## src/rtl/sbox_gf_pkg.sv

```systemverilog
// Package: tower-field arithmetic for the AES S-box.
// Nibble field GF(16) uses x^4+x+1. Byte elements are {hi,lo} = hi*y + lo
// with y^2 = y + LAMBDA. LAMBDA and both basis-change maps are derived by
// constant functions from the field definitions.
package sbox_gf_pkg;

    localparam int BYTE_W     = 8;
    localparam int NIB_W      = 4;
    localparam int PIPE_DEPTH = 7;
    localparam logic [BYTE_W-1:0] AFFINE_C = 8'h63;

    typedef logic [NIB_W-1:0]  nib_t;
    typedef logic [BYTE_W-1:0] byte_t;

    // Multiply in GF(16) modulo x^4+x+1.
    function automatic nib_t gf4_mul(nib_t a, nib_t b);
        nib_t acc;
        nib_t sh;
        acc = '0;
        sh  = a;
        for (int i = 0; i < NIB_W; i++) begin
            if (b[i]) acc = acc ^ sh;
            sh = {sh[NIB_W-2:0], 1'b0} ^ (sh[NIB_W-1] ? nib_t'(4'h3) : nib_t'(4'h0));
        end
        return acc;
    endfunction

    // Square in GF(16).
    function automatic nib_t gf4_sq(nib_t a);
        return gf4_mul(a, a);
    endfunction

    // Inverse in GF(16) as a^14; zero maps to zero.
    function automatic nib_t gf4_inv(nib_t a);
        nib_t s2, s4, s8;
        s2 = gf4_sq(a);
        s4 = gf4_sq(s2);
        s8 = gf4_sq(s4);
        return gf4_mul(gf4_mul(s2, s4), s8);
    endfunction

    // Smallest constant making y^2+y+c irreducible over GF(16).
    function automatic nib_t find_lambda();
        nib_t res;
        logic done;
        res  = '0;
        done = 1'b0;
        for (int c = 1; c < 16; c++) begin
            logic has_root;
            has_root = 1'b0;
            for (int t = 0; t < 16; t++)
                if ((gf4_sq(nib_t'(t)) ^ nib_t'(t)) == nib_t'(c)) has_root = 1'b1;
            if (!has_root && !done) begin
                res  = nib_t'(c);
                done = 1'b1;
            end
        end
        return res;
    endfunction

    localparam nib_t LAMBDA = find_lambda();

    // Multiply two tower-field bytes.
    function automatic byte_t tower_mul(byte_t a, byte_t b);
        nib_t ah, al, bh, bl, hh;
        ah = a[7:4]; al = a[3:0];
        bh = b[7:4]; bl = b[3:0];
        hh = gf4_mul(ah, bh);
        return {hh ^ gf4_mul(ah, bl) ^ gf4_mul(al, bh),
                gf4_mul(hh, LAMBDA) ^ gf4_mul(al, bl)};
    endfunction

    // First tower element that is a root of the AES field polynomial.
    function automatic byte_t find_beta();
        byte_t res;
        logic done;
        res  = '0;
        done = 1'b0;
        for (int c = 2; c < 256; c++) begin
            byte_t x, x2, x4, x8, p;
            x  = byte_t'(c);
            x2 = tower_mul(x, x);
            x4 = tower_mul(x2, x2);
            x8 = tower_mul(x4, x4);
            p  = x8 ^ x4 ^ tower_mul(x2, x) ^ x ^ 8'h01;
            if (p == '0 && !done) begin
                res  = x;
                done = 1'b1;
            end
        end
        return res;
    endfunction

    // Apply a linear map given as eight packed byte columns.
    function automatic byte_t lin_map(byte_t a, logic [8*BYTE_W-1:0] cols);
        byte_t q;
        q = '0;
        for (int i = 0; i < BYTE_W; i++)
            if (a[i]) q = q ^ cols[i*BYTE_W +: BYTE_W];
        return q;
    endfunction

    // Linear part of the AES affine transform.
    function automatic byte_t affine_lin(byte_t a);
        byte_t b;
        for (int i = 0; i < BYTE_W; i++)
            b[i] = a[i] ^ a[(i+4)%8] ^ a[(i+5)%8] ^ a[(i+6)%8] ^ a[(i+7)%8];
        return b;
    endfunction

    // Columns of the entry map: column i is beta^i.
    function automatic logic [8*BYTE_W-1:0] make_enter_cols();
        logic [8*BYTE_W-1:0] cols;
        byte_t pw, beta;
        beta = find_beta();
        pw   = 8'h01;
        for (int i = 0; i < BYTE_W; i++) begin
            cols[i*BYTE_W +: BYTE_W] = pw;
            pw = tower_mul(pw, beta);
        end
        return cols;
    endfunction

    localparam logic [8*BYTE_W-1:0] ENTER_COLS = make_enter_cols();

    // Columns of the exit map: inverse basis change merged with the affine part.
    function automatic logic [8*BYTE_W-1:0] make_exit_cols();
        logic [8*BYTE_W-1:0] cols;
        cols = '0;
        for (int j = 0; j < BYTE_W; j++)
            for (int c = 0; c < 256; c++)
                if (lin_map(byte_t'(c), ENTER_COLS) == (byte_t'(1) << j))
                    cols[j*BYTE_W +: BYTE_W] = affine_lin(byte_t'(c));
        return cols;
    endfunction

    localparam logic [8*BYTE_W-1:0] EXIT_COLS = make_exit_cols();

endpackage

```

## src/rtl/sbox_enter_stage.sv

```systemverilog
// Stages 1-2: capture the input byte, then move it into the tower basis.
// Assumes the caller tracks validity; data registers clear on reset.
module sbox_enter_stage
    import sbox_gf_pkg::*;
(
    input  logic  clk,
    input  logic  rst_n,
    input  byte_t din,
    output nib_t  hi_q,
    output nib_t  lo_q
);
    byte_t cap_q;
    byte_t map_q;

    // Stage 1: register the raw byte.
    always_ff @(posedge clk) begin
        if (!rst_n) cap_q <= '0;
        else        cap_q <= din;
    end

    // Stage 2: register the byte expressed in the tower basis.
    always_ff @(posedge clk) begin
        if (!rst_n) map_q <= '0;
        else        map_q <= lin_map(cap_q, ENTER_COLS);
    end

    assign hi_q = map_q[7:4];
    assign lo_q = map_q[3:0];
endmodule

```

## src/rtl/sbox_norm_stage.sv

```systemverilog
// Stages 3-4: form the norm h^2*LAMBDA + h*l + l^2 of the tower element.
// The three terms are registered apart before they are summed, to keep depth low.
module sbox_norm_stage
    import sbox_gf_pkg::*;
(
    input  logic clk,
    input  logic rst_n,
    input  nib_t hi,
    input  nib_t lo,
    output nib_t hi_q,
    output nib_t sum_q,
    output nib_t norm_q
);
    nib_t h3, s3, ta3, tb3, tc3;

    // Stage 3: register the three norm terms and the conjugate sum.
    always_ff @(posedge clk) begin
        if (!rst_n) begin
            h3 <= '0; s3 <= '0; ta3 <= '0; tb3 <= '0; tc3 <= '0;
        end else begin
            h3  <= hi;
            s3  <= hi ^ lo;
            ta3 <= gf4_mul(gf4_sq(hi), LAMBDA);
            tb3 <= gf4_mul(hi, lo);
            tc3 <= gf4_sq(lo);
        end
    end

    // Stage 4: register the summed norm.
    always_ff @(posedge clk) begin
        if (!rst_n) begin
            hi_q <= '0; sum_q <= '0; norm_q <= '0;
        end else begin
            hi_q   <= h3;
            sum_q  <= s3;
            norm_q <= ta3 ^ tb3 ^ tc3;
        end
    end
endmodule

```

## src/rtl/sbox_invmul_stage.sv

```systemverilog
// Stages 5-6: invert the norm in GF(16), then scale the conjugate by it.
// A zero norm inverts to zero, so a zero byte leaves as zero.
module sbox_invmul_stage
    import sbox_gf_pkg::*;
(
    input  logic  clk,
    input  logic  rst_n,
    input  nib_t  hi,
    input  nib_t  sum,
    input  nib_t  norm,
    output byte_t inv_q
);
    nib_t h5, s5, d5;

    // Stage 5: register the nibble inverse of the norm.
    always_ff @(posedge clk) begin
        if (!rst_n) begin
            h5 <= '0; s5 <= '0; d5 <= '0;
        end else begin
            h5 <= hi;
            s5 <= sum;
            d5 <= gf4_inv(norm);
        end
    end

    // Stage 6: register the tower-basis inverse {h*d, (h^l)*d}.
    always_ff @(posedge clk) begin
        if (!rst_n) inv_q <= '0;
        else        inv_q <= {gf4_mul(h5, d5), gf4_mul(s5, d5)};
    end
endmodule

```

## src/rtl/sbox_exit_stage.sv

```systemverilog
// Stage 7: one merged linear map (basis return plus affine part) and the constant.
module sbox_exit_stage
    import sbox_gf_pkg::*;
(
    input  logic  clk,
    input  logic  rst_n,
    input  byte_t inv,
    output byte_t dout
);
    // Stage 7: register the finished substitution.
    always_ff @(posedge clk) begin
        if (!rst_n) dout <= '0;
        else        dout <= lin_map(inv, EXIT_COLS) ^ AFFINE_C;
    end
endmodule

```

## src/rtl/aes_sbox_pipe.sv

```systemverilog
// Top: seven-stage forward AES S-box using tower-field inversion.
// Accepts one byte per edge; valid travels in a shift register of PIPE_DEPTH.
module aes_sbox_pipe
    import sbox_gf_pkg::*;
(
    input  logic       clk,
    input  logic       rst_n,
    input  logic       in_valid,
    input  logic [7:0] in_byte,
    output logic       out_valid,
    output logic [7:0] out_byte
);
    nib_t  e_hi, e_lo;
    nib_t  n_hi, n_sum, n_norm;
    byte_t inv_b;
    logic [PIPE_DEPTH-1:0] vld_sr;

    sbox_enter_stage u_enter (
        .clk(clk), .rst_n(rst_n), .din(in_byte), .hi_q(e_hi), .lo_q(e_lo)
    );

    sbox_norm_stage u_norm (
        .clk(clk), .rst_n(rst_n), .hi(e_hi), .lo(e_lo),
        .hi_q(n_hi), .sum_q(n_sum), .norm_q(n_norm)
    );

    sbox_invmul_stage u_inv (
        .clk(clk), .rst_n(rst_n), .hi(n_hi), .sum(n_sum), .norm(n_norm),
        .inv_q(inv_b)
    );

    sbox_exit_stage u_exit (
        .clk(clk), .rst_n(rst_n), .inv(inv_b), .dout(out_byte)
    );

    // Move the valid flag alongside the data, one stage per edge.
    always_ff @(posedge clk) begin
        if (!rst_n) vld_sr <= '0;
        else        vld_sr <= {vld_sr[PIPE_DEPTH-2:0], in_valid};
    end

    assign out_valid = vld_sr[PIPE_DEPTH-1];
endmodule

```

## config.mk

```make
export PLATFORM = sky130hd
export DESIGN_NAME = aes_sbox_pipe
export DESIGN_NICKNAME = d
export VERILOG_FILES = /design/src/rtl/sbox_gf_pkg.sv /design/src/rtl/sbox_enter_stage.sv /design/src/rtl/sbox_norm_stage.sv /design/src/rtl/sbox_invmul_stage.sv /design/src/rtl/sbox_exit_stage.sv /design/src/rtl/aes_sbox_pipe.sv
export SDC_FILE = /design/constraint.sdc
export NUM_CORES = 1
export LEC_CHECK = 0
export ABC_AREA = 0
export BUFFER_PORTS_ARGS = -buffer_cell sky130_fd_sc_hd__buf_2
export CAP_MARGIN = 20
export CORE_ASPECT_RATIO = 0.9
export CORE_MARGIN = 8
export CORE_UTILIZATION = 40
export DETAILED_ROUTE_END_ITERATION = 10
export HOLD_SLACK_MARGIN = 0.02
export PLACE_DENSITY = 0.67
export SLEW_MARGIN = 0
export SYNTH_ARGS = -nofsm -noshare
export SYNTH_HDL_FRONTEND = slang
export SYNTH_SLANG_ARGS = --single-unit
```

## constraint.sdc

```tcl
create_clock -name clk -period 4.7 [get_ports clk]
set_input_delay 0.94 -clock clk [delete_from_list [all_inputs] [get_ports clk]]
set_output_delay 0.94 -clock clk [all_outputs]
set_load 0.02 [all_outputs]
```

# Word level (Yosys, flattened, before mapping)
# Cells that the tools add are included.
# totals
wordCells,224
out_inout_bits,9
regBits,83
# op_classes
n_mux,133
n_bitwise,75
# ops
cell,count
$mux W4,75
$xor A4 B4 Y4,60
$mux W8,19
$mux W2,27
$mux W7,5
$mux W6,5
$not A4 Y4,5
$not A5 Y5,4
$not A3 Y3,4
$mux W5,1
$not A2 Y2,1
$mux W1,1
$not A1 Y1,1

# Longest topological paths before layout
# logic_depth
word_depth,43
depth_mapped,20

# Modules after synthesis
# Synthesis repeated with hierarchy kept, for this count alone.
# unflattened
hier_cells,568
area_unflattened_um2,5159.9
# by_module_without_submodules
module,seq_area_each_um2,area_per_inst_um2,cells_per_inst,n_inst
sbox_invmul_stage,400.4,2602.5,326,1
sbox_norm_stage,640.6,1473.9,147,1
sbox_enter_stage,320.3,524.3,46,1
sbox_exit_stage,160.2,375.4,35,1
aes_sbox_pipe,140.1,183.9,14,1

# Worst setup path before layout
# No wires, ideal clock.
# synth_timing
kind,flip-flop to flip-flop
startpoint,register u_norm.norm_q[0]
endpoint,register u_inv.d5[1]
setup_slack_ns,0.463
n_path_buf,2
setup_time_ns,0.117
period_less_slack_ns,4.237
stages_incl_launch_ff,19
arrival_time_ns,4.119
required_ns,4.583
cell_sequence,dfxtp_1 -> ha_1 -> buf_6 -> xnor2_1 -> a21oi_1 -> xnor2_1 -> ha_1 -> buf_6 -> xnor2_1 -> mux2i_1 -> a32oi_2 -> xnor2_2 -> mux2_4 -> xor3_2 -> mux2i_1 -> and4b_1 -> a41oi_2 -> and3_1 -> nor3_2
# synth_between
elab_chain_len,43
elab_cells_between_ends,75
# synth_rtl
item,line,source
"start, declared",sbox_norm_stage.sv:12,output nib_t norm_q
"start signal, assigned",sbox_norm_stage.sv:36,norm_q <= ta3 ^ tb3 ^ tc3;
$mux W4,sbox_gf_pkg.sv:22,if (b[i]) acc = acc ^ sh;
$mux W4,sbox_invmul_stage.sv:17,if (!rst_n) begin
$xor A4 B4 Y4,sbox_gf_pkg.sv:22,
$mux W4,sbox_gf_pkg.sv:22,
$mux W4,sbox_invmul_stage.sv:17,
$xor A4 B4 Y4,sbox_gf_pkg.sv:22,
$mux W4,sbox_gf_pkg.sv:22,
$mux W4,sbox_invmul_stage.sv:17,
(+27 left out),-,
$xor A4 B4 Y4,sbox_gf_pkg.sv:22,
$mux W4,sbox_gf_pkg.sv:22,
$mux W4,sbox_invmul_stage.sv:17,
$xor A4 B4 Y4,sbox_gf_pkg.sv:22,
$mux W4,sbox_gf_pkg.sv:22,
$mux W4,sbox_invmul_stage.sv:17,
$xor A4 B4 Y4,sbox_gf_pkg.sv:22,
$mux W4 *,sbox_gf_pkg.sv:22,
"end signal, assigned",sbox_invmul_stage.sv:22,d5 <= gf4_inv(norm);
"end, declared",sbox_invmul_stage.sv:13,"nib_t h5, s5, d5;"
# Every way passes the cells marked *; elsewhere a longest branch is shown, timed or not. The select of a mux whose other input is x is not followed.
# A chain may end at the register's enable or synchronous reset.

# Worst setup path in the final report
# layout_timing
startpoint,register u_norm.norm_q[3]
endpoint,register u_inv.d5[1]
# layout_between
elab_chain_len,43
elab_cells_between_ends,76
# layout_rtl
item,line
$mux W2 or $mux W4 (tied branches),"sbox_gf_pkg.sv:23, sbox_gf_pkg.sv:22"
$xor A4 B4 Y4 or $mux W4 (tied branches),"sbox_gf_pkg.sv:23, sbox_invmul_stage.sv:17"
$xor A4 B4 Y4,sbox_gf_pkg.sv:22
$mux W4,sbox_gf_pkg.sv:22
$mux W4,sbox_invmul_stage.sv:17
$xor A4 B4 Y4,sbox_gf_pkg.sv:22
$mux W4,sbox_gf_pkg.sv:22
$mux W4,sbox_invmul_stage.sv:17
(+27 left out),-
$xor A4 B4 Y4,sbox_gf_pkg.sv:22
$mux W4,sbox_gf_pkg.sv:22
$mux W4,sbox_invmul_stage.sv:17
$xor A4 B4 Y4,sbox_gf_pkg.sv:22
$mux W4,sbox_gf_pkg.sv:22
$mux W4,sbox_invmul_stage.sv:17
$xor A4 B4 Y4,sbox_gf_pkg.sv:22
$mux W4 *,sbox_gf_pkg.sv:22
# Marked as above.

==> summary.md <==
| Metric | Value |
|---|---|
| Outcome | completed |
| Netlist cell types | 67 |
| Asr flop ratio synth | 0% |
| Most common cell after layout, fill and taps aside | xnor2_1 |
| PortBufs | 19 |
| Core area | 11,300 um^2 |
| CTS sink cnt | 83 |
| CTS max path bufs | 2 |
| Non-Filler Instances | 682 |
| Slew @ Worst Pin | roughly 0.63 ns |
| DP HPWL | 5.43 mm |
| Fill count | 1,112 |
| Critical Path AT | 4.49 ns |
| Metal2 WL | 3.61 mm |
| Worst r2r path cells | 16 |
| Max Clock Freq | between 200 and 250 MHz |
| Tmin final | 4.28 ns |
| CP Capture Type | flop |
| Die area | 15,200 um^2 |
| Setup_tns | 0 ns |
| Critical Path End | u_inv.d5[1]$_SDFF_PN0_ |
| Hold Vio Cnt, Final | 0 |
| # DRC | 0 |
| Final WS setup | between 0.4 and 0.5 ns |
| Initial core utilization | slightly above 40% |
| Pre-Repair DR Iteration Count | 4 |
| Pwr/cell area | 570 nW/um^2 |
| H-tree levels | 3 |
| Wl on met1 | 3.31 mm |
| DR vias/cell | ~4.7 |
| RSZ-0062 raised after global routing | false |
| Antenna viol nets, final | 0 |
| Layout cell share with drive strength beyond 1 | 13.3% |
| Crit path launch | u_norm.norm_q[3]$_SDFF_PN0_ |
| # diodes | 0 |
| Area of the multi-input gates | 2720 um^2 |
| Pleak | 2.03 nW |
| Largest net degree at the start of global routing | 43 |
| Mapped Cells | 515 |
| Dominant synthesized flop cell | dfxtp_1 |
| Peak VDD IR | roughly 0.00024 V |
| CTS tree | built |
| Number of flops mapped to enable cells by yosys | 0 |
| Min-Delay Path Class | reg2reg |
| Rel. slew slack | approximately three fifths |
| WL final | 7.29 mm |
| Most frequent cells in the layout | 84 x xnor2_1, 83 x dfxtp_1, 67 x nand2_1, 60 x nor2_1, 42 x and2_1 |
| Synth-to-Final Area Change | 10.6% |
| Syn Nets | 536 |
| Metal3 WL | 304 um |
| CP Max Fanout | 8 |
| Worst r2r src | u_norm.norm_q[3]$_SDFF_PN0_ |
| Clock-pin slew on the worst setup and hold paths | 0.06 ns |
| Grt total ovfl | 0 |
| Synthesized area per cell | 8.92 um^2 |
| Startpoint types | flop |
| Final setup viols | 0 |
| Max Cap Viol | 0 |
| Die width | between 100 and 150 um |
| Critical path type | reg2reg |
| Routed len/inst | approximately 11 um |
| Root Driver | clkbuf_16 |
| Vias | 3,177 |
| Initial antenna violation count | 0 |
| Placed Instances | 665 |
| Gpl congestion | 0.801 |
| Row count | 37 |
| Max-slew violations | 0 |
| TritonCTS buffer count | 9 |
| Yosys warns | 0 |
| Place WS | 0.167 ns |
| Num ports | 20 |
| R2R setup slack | 0.42 ns |
| Yosys top cell area share | 36.2% |
| Post-synth top area cell | dfxtp_1 |
| #FFs+latches synth | 83 |
| Cell area after synthesis | 4590 um^2 |
| Tcrit/Tclk final | 91.2% |
| Die height | about 120 um |
| Clock Latency Late Sink | 0.33 ns |
| Synth area leaders | dfxtp_1 36%, xnor2_1 16%, and2_1 5.7%, xor2_1 5.7%, nand2_1 5.5% |
| Worst path required time | 4.91 ns |
| DRT iter0 DRCs | 227 |
| Vias in the first global route | 3,161 |
| Final nets | 542 |
| R2R Path End | u_inv.d5[1]$_SDFF_PN0_ |
| FF+latch area | between 1500 and 2000 um^2 |
| Final setup skew | 0.00509 ns |
| Top Layer Used | met4 |
| Sequential-to-total area share from yosys stat | ~36% |
| First-pass GRT wire length | 13.4 mm |
| GRT Overall Usage | 10.5% |
-- state kept, by name (all words and copies together), names as in the netlist, 7 cells and up --
register and count:
vld_sr 7, u_enter.map_q 8, u_inv.inv_q 8, u_exit.dout 8
u_enter.cap_q 8
-- kinds of logic (layout without fill, tap and decap cells) --
group                      count (synthesis)  after routing  synth area share, %
and+or+nand+nor                          197            197                 20.3
xor gates and xnor gates                 120            120                 25.0
DFF                                       83             83                 36.2
AOI/OAI and AO/OA                         52             52                 8.31
buffers and inverters                     42             53                 4.68
muxes                                     11             11                 2.86
adders and majority gates                 10             10                 2.72
-- area by class of cell --
class                           count  share of cell area [%]
Clock inverter                      5                    1.18
Inverter                           10                   0.739
Clock buffer                       11                    4.98
Sequential cell                    83                    32.7
Tap cell                          156                    3.84
Multi-Input combinational cell    390                    53.5
Timing Repair Buffer               27                    3.05
-- metrics by stage --
stage	cell area [um^2]	util, %	total power, mW	hold WS (ns)
2_1_floorplan	4590	-	2.04	0.412
3_3_place_gp	4760	42.1	2.17	0.414
3_5_place_dp	4760	42.1	2.21	0.421
4_1_cts	5070	44.9	2.92	0.432
5_1_grt	5080	45.0	3.11	0.439
6_report	5080	45.0	2.89	0.429
-- synth_stat cells, types with 6 or more instances --
master,instances
xor2_1,30
nand2_1,67
o21ai_0,9
and2_1,42
clkbuf_1,20
inv_1,8
ha_1,10
a21oi_1,12
xnor2_1,84
nor2_1,60
dfxtp_1,83
mux2i_1,6
-- layer usage --
metal,GRT usage (%),up-vias
li1,-,1656
met1,11.9,1471
met2,18.3,42
met3,3.49,8
met4,3.08,0
met5,0,-
-- worst max-delay path, stage by stage, from the launching register on --
cell and delay, ns:
dfxtp_1 0.34, ha_1 0.42, nand2_1 0.18, xnor2_4 0.18
inv_1 0.11, ha_1 0.41, xnor2_1 0.21, mux2i_1 0.24
a32oi_2 0.15, xnor2_2 0.34, mux2_4 0.35, xor3_2 0.46
mux2i_1 0.14, and4b_1 0.23, a41oi_2 0.16, and3_1 0.19
nor3_2 0.04
-- power by group --
part	internal (mW)	switching (mW)	leakage, nW
clock	0.442	0.263	0.152
sequential	0.775	0.0821	0.681
combinational	0.619	0.714	1.20
total	1.84	1.06	2.03
-- worst min path at each step --
stage                                            end                        from  cells after the start
final                      u_norm.hi_q[1]$_SDFF_PN0_     u_norm.h3[1]$_SDFF_PN0_                      1
after global routing       u_norm.hi_q[1]$_SDFF_PN0_     u_norm.h3[1]$_SDFF_PN0_                      1
after CTS                  u_norm.hi_q[1]$_SDFF_PN0_     u_norm.h3[1]$_SDFF_PN0_                      1
after detailed placement  u_norm.sum_q[3]$_SDFF_PN0_     u_norm.s3[3]$_SDFF_PN0_                      1
after global placement        u_inv.s5[3]$_SDFF_PN0_  u_norm.sum_q[3]$_SDFF_PN0_                      1
after floorplan               u_inv.h5[0]$_SDFF_PN0_   u_norm.hi_q[0]$_SDFF_PN0_                      1
-- what timing repair did --
action | 4_1_cts | 5_1_grt
resized for setup | 0 | 0
setup buffers | 0 | 1
endpoints found under the setup margin | 0 | 4
hold buffers | 0 | 0
Note: power is estimated with default switching activity, not from simulation.
